### src/rtl/xrst_pkg.sv
package xrst_pkg;

    parameter int unsigned XR_WORD_W = 32;
    parameter int unsigned XR_DUR_W  = 20;
    localparam int unsigned XR_PAD_W = XR_WORD_W - 2 - XR_DUR_W;

    localparam logic [7:0] KEY_POL_HIGH = 8'hA5;
    localparam logic [7:0] KEY_POL_LOW  = 8'h5A;
    localparam logic [7:0] KEY_DRV_PP   = 8'hA8;
    localparam logic [7:0] KEY_DRV_OD   = 8'h8A;

    typedef enum logic {POL_LOW = 1'b0, POL_HIGH = 1'b1} xr_pol_e;
    typedef enum logic {DRV_OD = 1'b0, DRV_PP = 1'b1} xr_drv_e;

    typedef struct packed {
        xr_pol_e               pol;
        xr_drv_e               drv;
        logic [XR_DUR_W-1:0]   dur;
    } xr_cfg_t;

    function automatic logic [XR_WORD_W-1:0] cfg_to_word(xr_cfg_t c);
        return {c.pol, c.drv, {XR_PAD_W{1'b0}}, c.dur};
    endfunction

    function automatic logic line_level(xr_pol_e p, logic asserted);
        return (p == POL_HIGH) ? asserted : ~asserted;
    endfunction

endpackage

### src/rtl/xrst_cfg_reg.sv
module xrst_cfg_reg
    import xrst_pkg::*;
#(
    parameter logic [XR_DUR_W-1:0] DUR_RESET = 'hFF
) (
    input  logic                 clk,
    input  logic                 rst,
    input  logic                 wr_en,
    input  logic [XR_WORD_W-1:0] wr_data,
    output xr_cfg_t              cfg
);
    localparam int unsigned TOP_LSB = XR_WORD_W - 8;

    xr_cfg_t    cfg_q, cfg_d;
    logic [7:0] top_byte;

    assign top_byte = wr_data[XR_WORD_W-1:TOP_LSB];

    always_comb begin
        cfg_d = cfg_q;
        if (wr_en) begin
            cfg_d.dur = wr_data[XR_DUR_W-1:0];
            case (top_byte)
                KEY_POL_HIGH: cfg_d.pol = POL_HIGH;
                KEY_POL_LOW:  cfg_d.pol = POL_LOW;
                KEY_DRV_PP:   cfg_d.drv = DRV_PP;
                KEY_DRV_OD:   cfg_d.drv = DRV_OD;
                default:      ;
            endcase
        end
    end

    always_ff @(posedge clk) begin
        if (rst) begin
            cfg_q.pol <= POL_LOW;
            cfg_q.drv <= DRV_OD;
            cfg_q.dur <= DUR_RESET;
        end else begin
            cfg_q <= cfg_d;
        end
    end

    assign cfg = cfg_q;

    AST_DUR_ON_WRITE: assert property (@(posedge clk) disable iff (rst)
        wr_en |=> cfg_q.dur == $past(wr_data[XR_DUR_W-1:0]));
    AST_KEY_POL_HIGH: assert property (@(posedge clk) disable iff (rst)
        (wr_en && top_byte == KEY_POL_HIGH) |=> cfg_q.pol == POL_HIGH);
    AST_KEY_POL_LOW: assert property (@(posedge clk) disable iff (rst)
        (wr_en && top_byte == KEY_POL_LOW) |=> cfg_q.pol == POL_LOW);
    AST_KEY_DRV_PP: assert property (@(posedge clk) disable iff (rst)
        (wr_en && top_byte == KEY_DRV_PP) |=> cfg_q.drv == DRV_PP);
    AST_KEY_DRV_OD: assert property (@(posedge clk) disable iff (rst)
        (wr_en && top_byte == KEY_DRV_OD) |=> cfg_q.drv == DRV_OD);
    AST_POL_HOLD: assert property (@(posedge clk) disable iff (rst)
        (top_byte != KEY_POL_HIGH && top_byte != KEY_POL_LOW) |=> $stable(cfg_q.pol));
    AST_DRV_HOLD: assert property (@(posedge clk) disable iff (rst)
        (top_byte != KEY_DRV_PP && top_byte != KEY_DRV_OD) |=> $stable(cfg_q.drv));

endmodule

### src/rtl/xrst_pulse_timer.sv
module xrst_pulse_timer
    import xrst_pkg::*;
#(
    parameter int unsigned CNT_W = XR_DUR_W
) (
    input  logic             clk,
    input  logic             rst,
    input  logic             fire,
    input  logic             tick,
    input  logic [CNT_W-1:0] load_val,
    output logic             active
);
    logic [CNT_W-1:0] cnt_q;
    logic             act_q;

    always_ff @(posedge clk) begin
        if (rst) begin
            cnt_q <= '0;
            act_q <= 1'b0;
        end else if (fire) begin
            cnt_q <= load_val;
            act_q <= 1'b1;
        end else if (act_q && tick) begin
            if (cnt_q == '0) begin
                act_q <= 1'b0;
            end else begin
                cnt_q <= cnt_q - 1'b1;
            end
        end
    end

    assign active = act_q;

    AST_FIRE_ASSERTS: assert property (@(posedge clk) disable iff (rst)
        fire |=> act_q);
    AST_FIRE_LOADS: assert property (@(posedge clk) disable iff (rst)
        fire |=> cnt_q == $past(load_val));
    AST_IDLE_TICK: assert property (@(posedge clk) disable iff (rst)
        (!act_q && !fire) |=> !act_q);
    AST_NO_TICK_HOLD: assert property (@(posedge clk) disable iff (rst)
        (act_q && !fire && !tick) |=> (act_q && $stable(cnt_q)));

endmodule

### src/rtl/xrst_pad_drv.sv
module xrst_pad_drv
    import xrst_pkg::*;
(
    input  logic    active,
    input  xr_pol_e pol,
    input  xr_drv_e drv,
    output logic    pad_o,
    output logic    pad_oe
);
    logic level;

    assign level = line_level(pol, active);

    always_comb begin
        if (drv == DRV_PP) begin
            pad_o  = level;
            pad_oe = 1'b1;
        end else begin
            pad_o  = 1'b0;
            pad_oe = ~level;
        end
    end

endmodule

### src/rtl/xrst_pulse_gen.sv
module xrst_pulse_gen
    import xrst_pkg::*;
#(
    parameter logic [XR_DUR_W-1:0] DUR_RESET = 'hFF
) (
    input  logic                 clk,
    input  logic                 rst,
    input  logic                 wr_en,
    input  logic [XR_WORD_W-1:0] wr_data,
    output logic [XR_WORD_W-1:0] rd_data,
    input  logic                 tick_1us,
    input  logic                 fire,
    output logic                 pad_o,
    output logic                 pad_oe
);
    xr_cfg_t cfg;
    logic    active;

    xrst_cfg_reg #(.DUR_RESET(DUR_RESET)) u_cfg (
        .clk     (clk),
        .rst     (rst),
        .wr_en   (wr_en),
        .wr_data (wr_data),
        .cfg     (cfg)
    );

    xrst_pulse_timer #(.CNT_W(XR_DUR_W)) u_timer (
        .clk      (clk),
        .rst      (rst),
        .fire     (fire),
        .tick     (tick_1us),
        .load_val (cfg.dur),
        .active   (active)
    );

    xrst_pad_drv u_pad (
        .active (active),
        .pol    (cfg.pol),
        .drv    (cfg.drv),
        .pad_o  (pad_o),
        .pad_oe (pad_oe)
    );

    assign rd_data = cfg_to_word(cfg);

    AST_RESET_WORD: assert property (@(posedge clk)
        rst |=> rd_data == {{(XR_WORD_W-XR_DUR_W){1'b0}}, DUR_RESET});

endmodule

### config.mk
export PLATFORM = sky130hd
export DESIGN_NAME = xrst_pulse_gen
export DESIGN_NICKNAME = d
export VERILOG_FILES = /design/src/rtl/xrst_pkg.sv /design/src/rtl/xrst_cfg_reg.sv /design/src/rtl/xrst_pulse_timer.sv /design/src/rtl/xrst_pad_drv.sv /design/src/rtl/xrst_pulse_gen.sv
export SDC_FILE = /design/constraint.sdc
export NUM_CORES = 1
export LEC_CHECK = 0
export BUFFER_PORTS_ARGS = -buffer_cell sky130_fd_sc_hd__buf_2
export CAP_MARGIN = 20
export CORE_MARGIN = 2
export CORE_UTILIZATION = 50
export CTS_CLUSTER_SIZE = 10
export DETAILED_ROUTE_END_ITERATION = 6
export PLACE_DENSITY = 0.79
export SLEW_MARGIN = 20
export SYNTH_ARGS = -nofsm -noshare
export SYNTH_HDL_FRONTEND = slang
export SYNTH_HIERARCHICAL = 1
export SYNTH_SLANG_ARGS = --single-unit
### constraint.sdc
create_clock -name clk -period 2.5 [get_ports clk]
set_clock_uncertainty 0.1 [all_clocks]
set_input_delay 0.125 -clock clk [delete_from_list [all_inputs] [get_ports clk]]
set_output_delay 0.125 -clock clk [all_outputs]
set_load 0.05 [all_outputs]
==> run_results.csv, run 1 <==
group,metric,value,unit
status,status,"complete, no violations",
clocking,clockBufferDepth,2,
drt,vias,2039,
clocking,clk_pin_slew,90,ps
grt,antenna_found_initial,0,
synthesis,yosys_warnings,6,
job,maxCapViolations,0,
final_layout,diodes,0,
synthesis,synth_seq_cells,43,
drt,first_iter_violations,120,
final_layout,syn_to_final_growth,26.77,%
critical_path,cp-start-kind,"flip-flop",
clocking,cts_root_buffer,"clkbuf_8",
drt,avgRoutedWirePerCell,14.86,um
timing,setup_viol,0,
timing,fin_crit,2380,ps
power_and_ir_drop,p_leak,0.001193,uW
synthesis,synth_top_area_share,0.3894,
timing,tightest_slew,649.1,ps
timing,rsz0062_at_grt,"false",
critical_path,end_kind,"flip-flop",
synthesis,ys_seq_area_frac,0.3894,
drt,route.detailed.drc,0,
clocking,htree_levels,2,
critical_path,critical_path_arrival,2460,ps
grt,grt_pass1_wl,8935,um
critical_path,required,2580,ps
min_path,holdCritPathClass,"in -> reg",
timing,slew_headroom,0.5673,
timing,fmax,420.1,MHz
die,fp.dieW,70.50,um
timing,post-route-period-util,0.9521,
critical_path,critical_path_class,"reg -> reg",
timing,fin_setup_tns,0,ps
synthesis,syn_inst,245,
timing,drv_slew,0,
clocking,cts_tree,"done",
place,port-buffer-count,56,
die,die_h,70.50,um
clocking,cts_made_buffers,5,
power_and_ir_drop,ir_drop,0.4122,mV
final_layout,layout.nets,356,
final_layout,drive_gt1_frac,0.2484,
grt,grt_usage,0.2259,
synthesis,synthTopCellsByArea,"dfxtp_1, mux2i_1, nor2_1",
clocking,post_cts_buffers,0,
die,fp-row-count,24,
drt,via_per_inst,5.511,
clocking,clock_sink_count,43,
drt,wl,5500,um
clocking,clk_latency,300,ps
critical_path,cp_max_fo,11,
die,io_pins,71,
grt,grt_max_degree,35,
synthesis,synth_cell_types,49,
power_and_ir_drop,power_density,644.5,nW/um2
place,place_congestion,0.9127,
synthesis,synth_top_flop_cell,"dfxtp_1",
drt,dr.pass1.iters,4,
die,start_util,0.5149,
synthesis,yosys.area.top_type,"dfxtp_1",
synthesis,synth_edf_count,0,
synthesis,synth_area,2211,um2
grt,overflow,0,
drt,ant_nets,0,
place,place_hpwl,3626,um
synthesis,synth_area_per_cell,9.024,um2
timing,finalHoldViolCount,0,
die,core_area,4294,um2
grt,grt_pass1_vias,1929,
die,die-area,4970,um2
final_layout,fin_area,2803,um2
place,post_dp_cell_area,2476,um2
synthesis,synthArstFlopShare,0,
worst paths after layout:
| path | depth (start not counted) | to | from | slack, ps |
|---|---|---|---|---|
| setup / recovery | 7 | u_timer/cnt_q[19]$_SDFFE_PP0P_ | u_timer/cnt_q[0]$_SDFFE_PP0P_ | 120 |
| hold / removal | 3 | u_cfg/cfg[14]$_SDFFE_PP0P_ | wr_data[14] | 20 |
| setup reg to reg | 7 | u_timer/cnt_q[19]$_SDFFE_PP0P_ | u_timer/cnt_q[0]$_SDFFE_PP0P_ | 120 |
| hold reg to reg | 2 | u_timer/cnt_q[17]$_SDFFE_PP0P_ | u_cfg/cfg[17]$_SDFFE_PP0P_ | 400 |
what timing repair did:
item                                   in CTS  in global routing
setup endpoints to repair                   0                  3
gates resized for setup                     0                  1
hold buffers                               19                  0
endpoints found under the hold margin      19                  0
layout by cell type (no fill, tap or decap), types with 5 or more instances in the layout:
| cell type | synthesis | routed |
|---|---|---|
| a211oi_1 | 16 | 16 |
| inv_1 | 9 | 9 |
| nor2_1 | 33 | 33 |
| conb_1 | 1 | 10 |
| dfxtp_1 | 43 | 43 |
| nor3_1 | 6 | 6 |
| xnor2_1 | 12 | 12 |
| nand3_1 | 5 | 5 |
| nor4_1 | 7 | 7 |
| mux2i_1 | 21 | 21 |
| buf_2 | 2 | 56 |
| nand2_1 | 15 | 15 |
| clkbuf_8 | 1 | 5 |
| dlygate4sd3_1 | 0 | 19 |
| a21oi_1 | 6 | 6 |
flip-flops by register name, summed over array words and instances (netlist names):
register / count
u_timer/cnt_q: 20
u_cfg/cfg: 22
u_timer/active: 1
critical path, cell delays in order, from the launching register on:
cell       delay [ps]
dfxtp_1           370
inv_1             130
ha_1              160
nor4b_1           470
and3_2            410
a21oi_2           170
and4_1            240
a2111oi_2         220
routing by layer:
layer	global-route usage	part of all wire	vias to the layer above
met5	0	0	-
met4	0.07265	0.010	0
met3	0.05339	0.052	7
met2	0.3753	0.48	75
met1	0.2880	0.46	942
li1	-	-	1015
cells in the mapped netlist, types with 2 or more instances:
library cell	n
a21oi_1	6
nor2_1	33
buf_2	2
o211ai_1	2
a2111oi_2	3
xnor2_1	12
nand4_1	2
nand2_1	15
a211oi_1	16
buf_4	10
nor3_1	6
or3_1	4
ha_1	2
a311oi_1	4
or4_4	2
inv_1	9
nand4b_1	2
clkbuf_1	8
nor4_1	7
o21ai_0	3
dfxtp_1	43
and4_1	2
and2_1	2
mux2i_1	21
nand3_1	5
final cells by class:
type | instances | area [um2]
Clock buffer | 5 | 68.82
Clock inverter | 3 | 67.56
Fill cell | 334 | 1491
Inverter | 10 | 37.54
Multi-Input combinational cell | 180 | 1217
Sequential cell | 43 | 860.8
Tap cell | 52 | 65.06
Timing Repair Buffer | 77 | 485.5
cells by family after synthesis:
logic type	Yosys count	synth area share
simple gates	92	0.2264
flops	43	0.3894
compound gates	42	0.1494
buf+inv	31	0.07526
mux	21	0.09508
xor+xnor	13	0.05150
fa+ha+maj	2	0.01132
other cells	1	0.001696
metrics by stage:
stage	total power [uW]	utilization	hold slack [ps]	std cells	worst slack, ps
2_1_floorplan	1063	-	97.38	254	424.6
3_3_place_gp	1131	0.5766	241.9	343	302.7
3_5_place_dp	1139	0.5766	248.9	343	211.5
4_1_cts	1800	0.6527	8.588	370	197.2
5_1_grt	1870	0.6527	23.16	370	1.839
6_report	1806	0.6527	23.89	370	119.8
power by group:
part           switching (uW)  internal [uW]  leakage, uW
Clock                     253            399    0.0000644
Sequential               48.0            729     0.000356
Combinational             243            135     0.000773
Note: power is estimated with default switching activity, not from simulation.
==> run 2: changes to the inputs <==
--- a/config.mk
+++ b/config.mk
@@ -15,5 +15,4 @@
 export SLEW_MARGIN = 20
 export SYNTH_ARGS = -nofsm -noshare
 export SYNTH_HDL_FRONTEND = slang
-export SYNTH_HIERARCHICAL = 1
 export SYNTH_SLANG_ARGS = --single-unit
==> run 2 against run 1 <==
  * Synthesized cell count down 0.82%
  * First-iteration DRC count down 28%
  * Die area down 2.7%
  * Worst setup slack better by 120 ps
  * Sequential cell count unchanged
  * Highest routed layer unchanged
  * Via count down 4.7%
  * Maximum frequency up 5.1%
  * Largest cell class unchanged
  * Critical endpoint is now u_timer.cnt_q[17]$_SDFFE_PP0P_
  * Sequential share of layout area up 1.2 points
  * Register-to-register slack better by 120 ps
  * Critical path type unchanged
  * Non-clock buffer count up 3
==> run_results.csv, run 2 <==
group,metric,value,unit
clocking,htree_levels,2,
drt,routed.top_layer,"met4",
drt,via_per_inst,5.311,
drt,vias,1944,
die,fp-row-count,23,
final_layout,nFillCells,324,
die,start_util,0.5294,
grt,overflow,0,
place,port-buffer-count,56,
synthesis,synth_top_area_share,0.4007,
synthesis,synth_area_per_cell,8.841,um2
clocking,clk_latency,290,ps
synthesis,yosys_warnings,0,
die,die_h,69.55,um
critical_path,reg2reg_to,"u_timer.cnt_q[17]$_SDFFE_PP0P_",
power_and_ir_drop,p_leak,0.001161,uW
critical_path,cp_max_fo,6,
final_layout,final_common_cell,"buf_2",
drt,first_iter_violations,86,
clocking,cts_made_buffers,5,
timing,fin_crit,2265,ps
clocking,post_cts_buffers,0,
final_layout,final_cell_mix,"buf_2, dfxtp_1, nor2_1",
clocking,cts_root_buffer,"clkbuf_8",
synthesis,synth.most_common_cell,"dfxtp_1",
place,place_hpwl,3247,um
synthesis,ys_seq_area_frac,0.4007,
timing,slew_headroom,0.5687,
place,post_dp_cell_area,2419,um2
clocking,cts_resized,0,
die,io_pins,71,
drt,route.detailed.drc,0,
drt,wl,4674,um
grt,grt_pass1_vias,1819,
power_and_ir_drop,ir_drop,0.3817,mV
synthesis,synth_cell_types,46,
final_layout,drive_gt1_frac,0.2310,
timing,drv_slew,0,
power_and_ir_drop,power_density,576.1,nW/um2
final_layout,seq_area,860.8,um2
final_layout,multiInputGateArea,1155,um2
timing,fin_setup_tns,0,ps
drt,m1WireLength,1960,um
grt,grt_max_degree,31,
clocking,cts_tree,"done",
synthesis,synthTopCellsByArea,"dfxtp_1, mux2i_1, nor2_1",
synthesis,synth_edf_count,0,
synthesis,synth_seq_cells,43,
job,maxCapViolations,0,
timing,setup_viol,0,
drt,wl_met2,2394,um
critical_path,end_kind,"flip-flop",
timing,fmax,441.5,MHz
critical_path,worstReg2RegStart,"u_timer.cnt_q[2]$_SDFFE_PP0P_",
min_path,holdCritPathClass,"in -> reg",
final_layout,fin_area,2700,um2
synthesis,ys_top_cells_by_count,"dfxtp_1, nor2_1, mux2i_1, a211oi_1, nand2_1",
synthesis,synth_top_flop_cell,"dfxtp_1",
timing,tightest_slew,641.0,ps
final_layout,syn_to_final_growth,25.68,%
grt,grt_pass1_wl,7824,um
critical_path,worstSetupStartpoint,"u_timer.cnt_q[2]$_SDFFE_PP0P_",
place,place_congestion,0.8861,
die,fp.dieW,69.55,um
grt,antenna_found_initial,0,
final_layout,largest_reg_flops,22,
final_layout,layout.nets,354,
critical_path,critPathCapture,"u_timer.cnt_q[17]$_SDFFE_PP0P_",
grt,grt_usage,0.1982,
drt,wl_met3,261,um
clocking,clk_pin_slew,70,ps
critical_path,critical_path_arrival,2370,ps
final_layout,diodes,0,
drt,ant_nets,0,
timing,post-route-period-util,0.9061,
critical_path,required,2610,ps
synthesis,yosys.area.top_type,"dfxtp_1",
status,status,"complete, no violations",
die,core_area,4058,um2
critical_path,critical_path_class,"reg -> reg",
critical_path,r2r_cells,5,
critical_path,r2r_slack,230,ps
clocking,clock_sink_count,43,
timing,rsz0062_at_grt,"false",
synthesis,synthArstFlopShare,0,
critical_path,cp-start-kind,"flip-flop",
synthesis,synth_area,2148,um2
clocking,clockBufferDepth,2,
drt,dr.pass1.iters,4,
drt,avgRoutedWirePerCell,12.77,um
synthesis,syn_inst,243,
die,die-area,4837,um2
timing,finalHoldViolCount,0,
-- run 2: changes by cell type after synthesis, sizes merged, moves of 4 or more --
cell,delta
xor2,+10
mux2i,-5
xnor2,-5
or3,-5
nand4,+4
-- run 2: worst min path at each step --
stage                                endpoint  startpoint  slack, ps  depth (start not counted)
2_1_floorplan  u_timer.cnt_q[18]$_SDFFE_PP0P_        fire        130                          1
3_3_place_gp        u_cfg.cfg[4]$_SDFFE_PP1P_  wr_data[4]        240                          3
3_5_place_dp        u_cfg.cfg[1]$_SDFFE_PP1P_  wr_data[1]        250                          3
4_1_cts        u_timer.cnt_q[18]$_SDFFE_PP0P_        fire          5                          2
5_1_grt        u_timer.cnt_q[18]$_SDFFE_PP0P_        fire         10                          2
6_report       u_timer.cnt_q[18]$_SDFFE_PP0P_        fire         20                          2
-- run 2: timing repair --
action,4_1_cts,5_1_grt
hold buffers,20,0
endpoints found under the setup margin,0,0
hold endpoints to repair,20,0
-- run 2: critical path, stage by stage (launching register included) --
cell      delay (ps)
dfxtp_1          360
or4_1            700
nor4_4           420
nand4_1          180
xor2_1           180
a211oi_1         230
-- run 2: per-stage QoR --
stage	utilization	worst slack, ps	total power [uW]	hold slack, ps	cells
global route	0.6654	133.1	1629	10.29	366
floorplan	-	487.1	1053	128.1	252
detailed placement	0.5961	259.0	1126	246.6	338
finish	0.6654	234.8	1555	24.30	366
global placement	0.5961	363.8	1118	242.4	338
CTS	0.6654	255.5	1567	5.143	366
-- run 2: routing by layer --
metal | vias to the layer above | GRT usage
met5 | - | 0
met4 | 0 | 0.07190
met3 | 7 | 0.04942
met2 | 56 | 0.3547
met1 | 894 | 0.2272
li1 | 987 | -
-- run 2: cell families (layout without fill, tap and decap cells) --
family / after synthesis / count (layout) / share of synthesized area
xor+xnor: 18 / 18 / 0.07338
compound gates: 44 / 44 / 0.1415
other cells: 1 / 10 / 0.001746
flops: 43 / 43 / 0.4007
buf+inv: 32 / 96 / 0.07746
mux: 16 / 16 / 0.07455
fa+ha+maj: 2 / 2 / 0.01165
simple gates: 87 / 87 / 0.2190
-- run 2: layout make-up --
type | instances | share of cell area
multi-input cells | 177 | 0.4277
flip-flops and latches | 43 | 0.3188
repair buffers | 80 | 0.1891
clock buffers | 7 | 0.02827
well taps | 50 | 0.02317
inverters | 8 | 0.01112
clock inverters | 1 | 0.001854
-- run 2: report_power, final --
group	internal [uW]	total [uW]	leakage, uW	switching [uW]
Combinational	129	367	0.000763	238
Clock	196	419	0.0000422	222
Sequential	729	770	0.000356	40.5
